[src/rtl/ldr_pkg.sv]
package ldr_pkg;
  parameter int NUM_DEV = 5;
  parameter int MEM_DEV = 2;
  parameter int DMA_DEV = 2;
  parameter int NUM_PIN = 5;
  parameter int M0_DEV  = 2;
  parameter int M0_PIN  = 3;
  parameter int IO_AW   = 16;
  parameter int MEM_AW  = 24;
  parameter int MEM_LSB = 8;
  parameter int NUM_IRQ = 11;
  parameter int SZ_W    = 3;
  parameter int IRQ_W   = 4;
  parameter int CH_W    = 3;
  parameter int OEN_W   = 3;

  localparam int MEM_CW = MEM_AW - MEM_LSB;
  localparam logic [SZ_W-1:0] SZ_NONE = '1;
  localparam logic [CH_W-1:0] NO_DMA  = CH_W'(4);

  typedef struct packed {
    logic [NUM_DEV-1:0] devEn;
    logic [NUM_PIN-1:0] pinEn;
    logic [MEM_DEV-1:0] memEn;
    logic               oen1En;
    logic               modeWide;
  } strobes_t;

  function automatic logic [IRQ_W-1:0] irqLevelOf(input int k);
    int lvl;
    if (k < 5)      lvl = k + 3;
    else if (k < 9) lvl = k + 4;
    else            lvl = k + 5;
    return IRQ_W'(lvl);
  endfunction
endpackage

[src/rtl/ldr_ctrl.sv]
module ldr_ctrl
  import ldr_pkg::*;
(
  input  logic               modeSel,
  input  logic [NUM_DEV-1:0] devActive,
  output strobes_t           strb
);
  always_comb begin
    strb = '0;
    strb.modeWide = modeSel;
    strb.oen1En   = modeSel;
    for (int d = 0; d < NUM_DEV; d++)
      strb.devEn[d] = devActive[d] && (modeSel || d < M0_DEV);
    for (int p = 0; p < NUM_PIN; p++)
      strb.pinEn[p] = modeSel || p < M0_PIN;
    for (int d = 0; d < MEM_DEV; d++)
      strb.memEn[d] = devActive[d] && !modeSel;
  end
endmodule

[src/rtl/ldr_datapath.sv]
module ldr_datapath
  import ldr_pkg::*;
(
  input  logic                      clk,
  input  logic                      rst_n,
  input  strobes_t                  strb,
  input  logic [NUM_DEV*IO_AW-1:0]  ioBase,
  input  logic [NUM_DEV*SZ_W-1:0]   ioSizeCode,
  input  logic [NUM_DEV*IRQ_W-1:0]  irqLevel,
  input  logic [DMA_DEV*CH_W-1:0]   dmaChan,
  input  logic [MEM_DEV*MEM_CW-1:0] memBase,
  input  logic [MEM_DEV*MEM_CW-1:0] memLimit,
  input  logic [OEN_W-1:0]          oenSel0,
  input  logic [OEN_W-1:0]          oenSel1,
  input  logic [NUM_PIN*CH_W-1:0]   dmaMap,
  input  logic [MEM_AW-1:0]         busAddr,
  input  logic                      busAen,
  input  logic                      busIoRd,
  input  logic [NUM_DEV-1:0]        devIntr,
  input  logic [DMA_DEV-1:0]        devDrq,
  input  logic [NUM_PIN-1:0]        pinDack,
  output logic [NUM_DEV-1:0]        ioSel,
  output logic [MEM_DEV-1:0]        memSel,
  output logic [1:0]                oenOut,
  output logic [NUM_IRQ-1:0]        isaIrq,
  output logic [NUM_PIN-1:0]        pinDrq,
  output logic [DMA_DEV-1:0]        devDack
);
  logic [NUM_DEV-1:0] ioHit;
  logic [MEM_DEV-1:0] memHit;
  logic [1:0]         oenHit;
  logic [NUM_IRQ-1:0] irqHit;
  logic [NUM_PIN-1:0] drqHit;
  logic [DMA_DEV-1:0] dackHit;

  function automatic logic oenPick(input logic [OEN_W-1:0] code, input logic wide,
                                   input logic [NUM_DEV-1:0] hits);
    logic r;
    r = 1'b0;
    if (wide) begin
      for (int d = 0; d < NUM_DEV; d++)
        if (code == OEN_W'(d)) r = hits[d];
    end else begin
      for (int d = 0; d < M0_DEV; d++)
        if (code == OEN_W'(d) || code == OEN_W'(M0_DEV)) r = r | hits[d];
    end
    return r;
  endfunction

  always_comb begin
    logic [SZ_W-1:0]  code;
    logic [IO_AW-1:0] mask;
    for (int d = 0; d < NUM_DEV; d++) begin
      code     = ioSizeCode[d*SZ_W +: SZ_W];
      mask     = {IO_AW{1'b1}} << code;
      ioHit[d] = strb.devEn[d] && !busAen && (code != SZ_NONE) &&
                 (((busAddr[IO_AW-1:0] ^ ioBase[d*IO_AW +: IO_AW]) & mask) == '0);
    end
  end

  always_comb begin
    for (int d = 0; d < MEM_DEV; d++)
      memHit[d] = strb.memEn[d] &&
                  (busAddr[MEM_AW-1:MEM_LSB] >= memBase[d*MEM_CW +: MEM_CW]) &&
                  (busAddr[MEM_AW-1:MEM_LSB] <= memLimit[d*MEM_CW +: MEM_CW]);
  end

  always_comb begin
    oenHit[0] = busIoRd && oenPick(oenSel0, strb.modeWide, ioHit);
    oenHit[1] = busIoRd && strb.oen1En && oenPick(oenSel1, strb.modeWide, ioHit);
  end

  always_comb begin
    irqHit = '0;
    for (int k = 0; k < NUM_IRQ; k++)
      for (int d = 0; d < NUM_DEV; d++)
        if (strb.devEn[d] && irqLevel[d*IRQ_W +: IRQ_W] == irqLevelOf(k))
          irqHit[k] = irqHit[k] | devIntr[d];
  end

  always_comb begin
    logic [CH_W-1:0] chan;
    drqHit  = '0;
    dackHit = '0;
    for (int d = 0; d < DMA_DEV; d++) begin
      chan = dmaChan[d*CH_W +: CH_W];
      for (int p = 0; p < NUM_PIN; p++)
        if (strb.devEn[d] && strb.pinEn[p] && chan != NO_DMA &&
            dmaMap[p*CH_W +: CH_W] == chan) begin
          drqHit[p]  = drqHit[p] | devDrq[d];
          dackHit[d] = dackHit[d] | pinDack[p];
        end
    end
  end

  always_ff @(posedge clk or negedge rst_n) begin
    if (!rst_n) begin
      ioSel   <= '0;
      memSel  <= '0;
      oenOut  <= '0;
      isaIrq  <= '0;
      pinDrq  <= '0;
      devDack <= '0;
    end else begin
      ioSel   <= ioHit;
      memSel  <= memHit;
      oenOut  <= oenHit;
      isaIrq  <= irqHit;
      pinDrq  <= drqHit;
      devDack <= dackHit;
    end
  end

  AST_AEN_BLOCKS_IO: assert property (@(posedge clk) disable iff (!rst_n)
    $past(busAen) |-> (ioSel == '0 && oenOut == '0));
  AST_INACTIVE_NO_SEL: assert property (@(posedge clk) disable iff (!rst_n)
    (ioSel & ~$past(strb.devEn)) == '0);
  AST_WIDE_NO_MEM: assert property (@(posedge clk) disable iff (!rst_n)
    $past(strb.modeWide) |-> memSel == '0);
  AST_OEN_NEEDS_READ: assert property (@(posedge clk) disable iff (!rst_n)
    (|oenOut) |-> $past(busIoRd));
  AST_DACK_FROM_PIN: assert property (@(posedge clk) disable iff (!rst_n)
    (|devDack) |-> (|$past(pinDack)));
  AST_NARROW_PINS_IDLE: assert property (@(posedge clk) disable iff (!rst_n)
    !$past(strb.modeWide) |-> (pinDrq[NUM_PIN-1:M0_PIN] == '0 && !oenOut[1]));
endmodule

[src/rtl/ldr_router.sv]
module ldr_router
  import ldr_pkg::*;
(
  input  logic                      clk,
  input  logic                      rst_n,
  input  logic                      modeSel,
  input  logic [NUM_DEV-1:0]        devActive,
  input  logic [NUM_DEV*IO_AW-1:0]  ioBase,
  input  logic [NUM_DEV*SZ_W-1:0]   ioSizeCode,
  input  logic [NUM_DEV*IRQ_W-1:0]  irqLevel,
  input  logic [DMA_DEV*CH_W-1:0]   dmaChan,
  input  logic [MEM_DEV*MEM_CW-1:0] memBase,
  input  logic [MEM_DEV*MEM_CW-1:0] memLimit,
  input  logic [OEN_W-1:0]          oenSel0,
  input  logic [OEN_W-1:0]          oenSel1,
  input  logic [NUM_PIN*CH_W-1:0]   dmaMap,
  input  logic [MEM_AW-1:0]         busAddr,
  input  logic                      busAen,
  input  logic                      busIoRd,
  input  logic [NUM_DEV-1:0]        devIntr,
  input  logic [DMA_DEV-1:0]        devDrq,
  input  logic [NUM_PIN-1:0]        pinDack,
  output logic [NUM_DEV-1:0]        ioSel,
  output logic [MEM_DEV-1:0]        memSel,
  output logic [1:0]                oenOut,
  output logic [NUM_IRQ-1:0]        isaIrq,
  output logic [NUM_PIN-1:0]        pinDrq,
  output logic [DMA_DEV-1:0]        devDack
);
  strobes_t strb;

  ldr_ctrl u_ctrl (
    .modeSel  (modeSel),
    .devActive(devActive),
    .strb     (strb)
  );

  ldr_datapath u_dp (
    .clk       (clk),
    .rst_n     (rst_n),
    .strb      (strb),
    .ioBase    (ioBase),
    .ioSizeCode(ioSizeCode),
    .irqLevel  (irqLevel),
    .dmaChan   (dmaChan),
    .memBase   (memBase),
    .memLimit  (memLimit),
    .oenSel0   (oenSel0),
    .oenSel1   (oenSel1),
    .dmaMap    (dmaMap),
    .busAddr   (busAddr),
    .busAen    (busAen),
    .busIoRd   (busIoRd),
    .devIntr   (devIntr),
    .devDrq    (devDrq),
    .pinDack   (pinDack),
    .ioSel     (ioSel),
    .memSel    (memSel),
    .oenOut    (oenOut),
    .isaIrq    (isaIrq),
    .pinDrq    (pinDrq),
    .devDack   (devDack)
  );
endmodule

[config.mk]
export PLATFORM = sky130hd
export DESIGN_NAME = ldr_router
export DESIGN_NICKNAME = d
export VERILOG_FILES = /design/src/rtl/ldr_pkg.sv /design/src/rtl/ldr_ctrl.sv /design/src/rtl/ldr_datapath.sv /design/src/rtl/ldr_router.sv
export SDC_FILE = /design/constraint.sdc
export NUM_CORES = 1
export LEC_CHECK = 0
export ABC_CLOCK_PERIOD_IN_PS = 800
export BUFFER_PORTS_ARGS = -buffer_cell sky130_fd_sc_hd__buf_2
export CAP_MARGIN = 0
export CORE_AREA = 2 2 108 110
export DETAILED_ROUTE_END_ITERATION = 8
export DIE_AREA = 0 0 110 112
export PLACE_DENSITY = 0.87
export SLEW_MARGIN = 0
export SYNTH_ARGS = -nofsm -noshare
export SYNTH_HDL_FRONTEND = slang
export SYNTH_SLANG_ARGS = --single-unit
export TNS_END_PERCENT = 30
[constraint.sdc]
create_clock -name clk -period 0.8 [get_ports clk]
set_clock_uncertainty 0.05 [all_clocks]
set_input_delay 0.08 -clock clk [delete_from_list [all_inputs] [get_ports clk]]
set_output_delay 0.08 -clock clk [all_outputs]
set_load 0.02 [all_outputs]
==> results of run 1 <==
[sequential cells by signal, summed over array words and instances, names as in the netlist]
register / cells
u_dp.pinDrq: 5
u_dp.devDack: 2
u_dp.ioSel: 5
u_dp.oenOut: 2
u_dp.memSel: 2
u_dp.isaIrq: 11
[critical path: stages]
cell	delay (ns)
buf_2	0.12
xnor2_2	0.15
o31ai_1	0.10
or4b_4	0.54
a2111oi_4	0.42
nor3_2	0.07
or3_4	0.34
a221oi_2	0.24
[final cells by class]
cell class                      instances  area share
Antenna cell                            1    0.000304
Timing Repair Buffer                  404       0.318
Tap cell                              143      0.0218
Inverter                               72      0.0335
Sequential cell                        27      0.0822
Clock inverter                          1    0.000913
Multi-Input combinational cell        491       0.534
Clock buffer                            3     0.00913
[power by group through the flow]
stage	registers [mW]	logic, mW	clock network [mW]
CTS	1.42	3.65	1.19
global placement	1.44	3.16	0
floorplan	1.50	1.56	0
finish	1.42	3.93	1.18
global route	1.42	4.26	1.24
detailed placement	1.45	3.24	0
[logic make-up (layout without fill, tap and decap cells)]
family / after synthesis / count (layout)
AOI/OAI and AO/OA: 141 / 141
xor gates and xnor gates: 103 / 103
adders and majority gates: 64 / 64
buffers and inverters: 99 / 480
DFF: 27 / 27
other: 0 / 1
and+or+nand+nor: 183 / 183
[timing repair]
| action | 4_1_cts | 5_1_grt |
|---|---|---|
| setup buffers | 14 | 7 |
| setup endpoints to repair | 54 | 54 |
| hold endpoints to repair | 28 | 0 |
| hold buffers | 1 | 0 |
| pin swaps | 71 | 30 |
| gates resized for setup | 129 | 54 |
[stage by stage]
stage           util  worst slack [ns]  instance area, sq um
2_1_floorplan      -             -1.26                  4910
6_report       0.736             -1.15                  8220
3_3_place_gp   0.633             -1.47                  7070
4_1_cts        0.707             -1.12                  7900
3_5_place_dp   0.633             -1.56                  7070
5_1_grt        0.736             -1.22                  8220
[Yosys cell counts, types with 3 or more instances]
cell type / n
nor2b_1: 13
o21ai_0: 11
a21o_1: 19
o221ai_1: 3
a21oi_1: 32
clkbuf_1: 21
ha_1: 64
nor4_1: 18
xor2_1: 44
o211ai_1: 3
inv_1: 72
and2_1: 4
nor2_1: 32
nand3_1: 14
nand4_1: 23
a211oi_1: 7
nand2b_1: 12
or3_1: 3
dfrtp_1: 27
a31oi_1: 12
o2111ai_1: 5
nor3_1: 15
a22o_1: 5
buf_6: 3
o311ai_0: 6
o22ai_1: 8
nand2_1: 38
o21a_1: 8
xnor2_1: 58
[layer usage]
layer  part of all wire  vias up
met4              0.064        0
met1               0.35     2903
li1                   -     2965
met5                  0        -
met3              0.069      107
met2               0.52      345
[layout by cell type (no fill, tap or decap), types with 5 or more instances in the layout]
cell,count
xnor2_1,42
o21ai_0,7
ha_1,56
a22o_1,5
inv_1,68
o21ai_1,5
a21oi_1,27
nor4_4,6
buf_4,105
buf_6,33
dfrtp_1,27
nor4_1,8
buf_8,7
nand4_1,23
o21a_1,8
nor3_1,11
a21oi_2,6
a31oi_1,8
nor2b_1,11
xor2_1,41
nand3_1,10
a21o_1,19
ha_4,8
nor2_1,27
buf_2,254
xnor2_2,15
nand2b_1,11
nand2_1,35
[path summary, 6_finish.rpt]
check / start / to / slack (ns) / depth (start not counted)
max in group asynchronous: rst_n / u_dp.ioSel[3]$_DFF_PN0_ / 0.30 / 3
worst max-delay path: busAddr[3] / u_dp.oenOut[1]$_DFF_PN0_ / -1.15 / 8
worst min-delay path: oenSel1[2] / u_dp.oenOut[1]$_DFF_PN0_ / 0.0006 / 2
min in group asynchronous: rst_n / u_dp.ioSel[1]$_DFF_PN0_ / 0.25 / 3
==> key figures, run 1 <==
Timing
  • Final setup vio count: 54
  • Hold Slack: 0.000608 ns
  • Final Hold Vio Count: 0
  • Max Slew Vio Count: 0
  • RSZ-0062 raised after global routing: true
  • Min Tclk post-route: 1.95 ns
  • Setup TNS: -12.83 ns
  • Worst-Margin Slew: 0.437 ns
  • Slew HR: 0.708
  • PnR worst setup slack: -1.15 ns
  • Fin crit share: 2.43
  • Max Freq: 513 MHz

Routing
  • DRT Pass-1 Iters: 5
  • Final wirelength: 21400 um
  • DRT antenna net count: 0
  • Vias/cell: 5.53
  • Drt drc: 0
  • Initial drt markers: 376
  • Drt wl/cell: 18.7 um
  • Via count: 6320

Floorplanning
  • Die Width: 110 um
  • Die area: 12300 sq um
  • Initial Util: 0.424
  • Core box area: 11200 sq um
  • Die Span Y: 112 um
  • Row cnt: 39
  • Boundary Pins: 279

Power and ir drop
  • VDD IR max: 1.11 mV
  • Combinational share of power: 0.602
  • Pwr Total: 6.54 mW
  • Net Sw Power: 2.47 mW
  • Int Power: 4.07 mW
  • Leak Pwr: 4.20 nW
  • Cell Pwr Density: 795 nW/um^2
  • Switch share: 0.377
  • Clk pwr share: 0.181
  • Seq pwr share: 0.217

Clock network
  • Num Clock Sinks: 27
  • CTS tree: built
  • Clk Tree Root Cell: clkbuf_16
  • Clock buffer depth: 2
  • CTS Buf Count: 3
  • Depth of the CTS H-tree: 1
  • Worst-path clk slew: 0.07 ns

Logic synthesis
  • Top FF cell, synth: dfrtp_1
  • Area share of the largest cell type after synthesis: 0.169
  • Compound-gate portion of the synthesized area: 0.212
  • Post-synth EDFFs: 0
  • Ys Warns: 0
  • Mux contribution to synthesized area: 0
  • Synthesized-area fraction occupied by adder cells: 0.169
  • Async S/R FF share, synth: 1.00
  • Synth Area in Simple Gates: 0.201
  • Synth Register Bits: 27
  • XOR/XNOR Fraction of Synth Area: 0.192
  • Syn_area_per_cell: 7.68 sq um
  • Post-synth top area cell: ha_1
  • Post-synthesis net count: 933
  • Syn Inst Count: 617
  • Sequential-to-total area share from yosys stat: 0.143
  • Yosys cell types: 58
  • Synth top area cells: ha_1 (17%), dfrtp_1 (14%), xnor2_1 (11%)
  • Mapped Area: 4740 sq um
  • Largest family of logic cells by synthesized area: compound AO/OA/AOI/OAI gates

GRT
  • GR Layer Usage met1: 0.329
  • Vias in the first global route: 6558
  • Initial antenna violation count: 1
  • Total track usage: 0.328
  • First-pass GRT wire length: 31300 um
  • Top Usage Layer GRT: met2
  • Routing usage on met2: 0.609
  • M3 GR Usage: 0.0644
  • Largest net degree at the start of global routing: 28
  • GRT overflow: 0

Worst hold path
  • Hold Path Class: input port to flip-flop

Setup path
  • Crit. End Element: flip-flop
  • Worst EP arrival: 2.07 ns
  • Kind of critical path: input port to flip-flop
  • CP max FO: 2
  • Req. time, crit path: 0.92 ns
  • Startpoint types: input port

Final layout
  • Multi-input gate area: 4400 sq um
  • Final #Nets: 1315
  • FILL cells: 816
  • Fin cells: 1142
  • Area Overhead vs Synth: 73.5%
  • Layout cell share with drive strength beyond 1: 0.513
  • Register cell area after layout: 676 sq um

Run
  • Max-cap violations: 0

Place
  • Placer's final routability congestion estimate: 0.989
  • Buffers on Ports: 278
  • Dpl cells: 1119
  • DP HPWL: 16400 um

Outcome
  • Run status: complete, but fails checks
  • Failing checks: negative setup slack
No activity file was read; power rests on OpenSTA's default activity.
==> inputs of run 2 (changes only) <==
Settings changed: ABC_AREA set to 1, CORE_AREA 2 2 108 110 to 2 2 107 109, DIE_AREA 0 0 110 112 to 0 0 109 111, GPL_TIMING_DRIVEN set to 0, PLACE_DENSITY 0.87 to 0.95, SLEW_MARGIN 0 to not set.
==> run 2 against run 1 <==
  * The flow finishes with violations (negative hold slack, negative setup slack)
  * Hold slack worse by 0.24 ns
  * Highest routed layer unchanged
  * Critical endpoint unchanged
  * Wire length up 16%
  * Utilization up 6.8 points
==> key figures, run 2 <==
Routing
  • Drt drc: 0
  • Vias/cell: 5.63
  • Initial drt markers: 671
  • Final wirelength: 24700 um
  • DRT Pass-1 Iters: 5
  • DRT antenna net count: 0
  • Via count: 8085
  • Drt wl/cell: 17.2 um

Power and ir drop
  • Int Power: 3.95 mW
  • Cell Pwr Density: 775 nW/um^2
  • Net Sw Power: 2.95 mW
  • Seq pwr share: 0.207
  • Combinational share of power: 0.622
  • Switch share: 0.427
  • Clk pwr share: 0.172
  • VDD IR max: 0.939 mV
  • Leak Pwr: 4.93 nW
  • Pwr Total: 6.91 mW

Setup path
  • Kind of critical path: input port to flip-flop
  • Crit path max-delay family: simple AND/OR/NAND/NOR gates
  • Crit. End Element: flip-flop
  • Slowest CP cell: nor3_1
  • Req. time, crit path: 0.96 ns
  • Startpoint types: input port
  • Worst EP arrival: 1.36 ns
  • CP Buf/Inv Count: 4
  • Cell Chain, Critical Path: buf_12 > buf_8 > buf_6 > buf_4 > nor2_2 > nor3_1 > nand2_1 > nor2_2 > nand4_1 > a21oi_1 > nand2_1 > nor2_1
  • CP max FO: 5
  • Slowest stage delay, CP: 0.16 ns

Place
  • Buffers on Ports: 268
  • DP HPWL: 17500 um
  • Post-place setup slack: -0.865 ns
  • Placer's final routability congestion estimate: 1.01
  • Dpl cells: 1397

Final layout
  • Largest register FFs: 11
  • Area Overhead vs Synth: 58.7%
  • Largest Register: u_dp.isaIrq
  • Regs by FF count: u_dp.isaIrq x11, u_dp.ioSel x5, u_dp.pinDrq x5
  • Fin cells: 1437
  • Most frequent cells in the layout: nand2_1 (254), buf_2 (238), inv_1 (142), nor2_1 (99)
  • Commonest non-fill, non-tap cell in the layout: nand2_1
  • FILL cells: 785
  • Layout cell share with drive strength beyond 1: 0.387
  • Final #Nets: 1605

GRT
  • Largest net degree at the start of global routing: 28
  • Vias in the first global route: 7919
  • First-pass GRT wire length: 35700 um
  • Total track usage: 0.370
  • GRT overflow: 0
  • Initial antenna violation count: 5

Timing
  • Worst-Margin Slew: 0.608 ns
  • Fin crit share: 1.51
  • Min Tclk post-route: 1.21 ns
  • Slew HR: 0.595
  • Final Hold Vio Count: 28
  • Max Freq: 829 MHz
  • Final setup vio count: 47
  • RSZ-0062 raised after global routing: true
  • PnR worst setup slack: -0.406 ns
  • Max Slew Vio Count: 0
  • Hold Slack: -0.238 ns

Logic synthesis
  • Synth cell count leaders: nand2_1 (277), inv_1 (181), nor2_1 (117)
  • Synth top area cells: nand2_1 (19%), ha_1 (14%), inv_1 (12%)
  • Syn_area_per_cell: 5.70 sq um
  • Sequential-to-total area share from yosys stat: 0.120
  • Post-synth EDFFs: 0
  • Post-synth top area cell: nand2_1
  • Async S/R FF share, synth: 1.00
  • Area share of the largest cell type after synthesis: 0.185
  • Yosys cell types: 46
  • Most frequent cell after synthesis: nand2_1
  • Ys Warns: 0
  • Syn Inst Count: 986
  • Post-synthesis net count: 1302
  • Top FF cell, synth: dfrtp_1
  • Mapped Area: 5620 sq um
  • Synth Register Bits: 27

Floorplanning
  • Row cnt: 39
  • Die area: 12100 sq um
  • Initial Util: 0.507
  • Boundary Pins: 279
  • Die Width: 109 um
  • Core box area: 11100 sq um
  • Die Span Y: 111 um

Clock network
  • Hold-fix buffers, CTS: 1
  • Clk Tree Root Cell: clkbuf_16
  • CTS tree: built
  • CTS Buf Count: 3
  • Depth of the CTS H-tree: 1
  • Worst-path clk slew: 0.07 ns
  • Num Clock Sinks: 27
  • Clock buffer depth: 2

Run
  • Max-cap violations: 0

Outcome
  • Run status: complete, but fails checks
  • Failing checks: negative hold slack, negative setup slack

Worst hold path
  • Hold Path Class: input port to asynchronous set/reset pin
[run 2: changes by cell type in the layout (fill, tap and decap cells not counted), moves of 14 or more]
cell	change
a21o_1	-18
buf_2	-16
o21ai_0	+17
nor2_1	+72
inv_2	+22
ha_4	+16
nand2_1	+219
xnor2_2	-15
xor2_1	-14
nand3_1	+30
ha_1	-16
buf_4	-82
xnor2_1	-34
inv_1	+74
[run 2: cells by family (layout without fill, tap and decap cells)]
family,count (synthesis),count (layout),synth area share
AOI/OAI and AO/OA,128,128,0.140
xor gates and xnor gates,37,37,0.0577
adders and majority gates,64,64,0.143
buffers and inverters,198,500,0.137
DFF,27,27,0.120
other,0,6,0
and+or+nand+nor,532,532,0.403
[run 2: final timing paths]
path                        startpoint  slack, ns  depth (start not counted)                       end
worst min-delay path             rst_n      -0.24                          1   u_dp.ioSel[2]$_DFF_PN0_
min in group clk            oenSel1[1]          0                          4  u_dp.oenOut[1]$_DFF_PN0_
worst max-delay path       busAddr[14]      -0.41                         12  u_dp.oenOut[1]$_DFF_PN0_
max in group asynchronous        rst_n       0.53                          1  u_dp.memSel[0]$_DFF_PN0_
[run 2: final cells by class]
cell class | count | area (sq um) | area share
antenna | 6 | 15.0 | 0.00168
buffer | 12 | 159 | 0.0178
clock buffer | 3 | 75.1 | 0.00842
clock inverter | 1 | 7.51 | 0.000842
inverter | 186 | 779 | 0.0875
multi-input combinational | 761 | 5120 | 0.575
sequential | 27 | 676 | 0.0758
tap | 143 | 179 | 0.0201
timing repair buffer | 298 | 1900 | 0.213
[run 2: per-layer routing]
layer,share of wire,vias up,GRT usage
met3,0.082,147,0.0723
met4,0.077,0,0.244
li1,-,3812,-
met5,0,-,0
met1,0.35,3635,0.385
met2,0.49,491,0.658
[run 2: stage by stage]
stage | cell area [sq um] | util | hold WS, ns | setup TNS, ns
3_3_place_gp | 7370 | 0.666 | 0.0619 | -14.57
4_1_cts | 8400 | 0.758 | -0.222 | -5.62
5_1_grt | 8910 | 0.804 | -0.181 | -7.78
3_5_place_dp | 7370 | 0.666 | 0.0646 | -14.54
2_1_floorplan | 5850 | - | -0.266 | -4.04
6_report | 8910 | 0.804 | -0.238 | -6.40
[run 2: what timing repair did]
action | 4_1_cts | 5_1_grt
gates cloned | 2 | 0
gates resized for setup | 198 | 98
setup buffers | 14 | 16
setup endpoints to repair | 54 | 54
pin swaps | 79 | 48
endpoints found under the hold margin | 28 | 27
[run 2: power by group through the flow]
| stage | Clock [mW] | Combinational (mW) | Sequential (mW) |
|---|---|---|---|
| after global routing | 1.24 | 4.68 | 1.43 |
| after CTS | 1.18 | 3.78 | 1.42 |
| after detailed placement | 0 | 3.24 | 1.45 |
| after floorplan | 0 | 1.80 | 1.51 |
| after global placement | 0 | 3.16 | 1.45 |
| final | 1.19 | 4.30 | 1.43 |
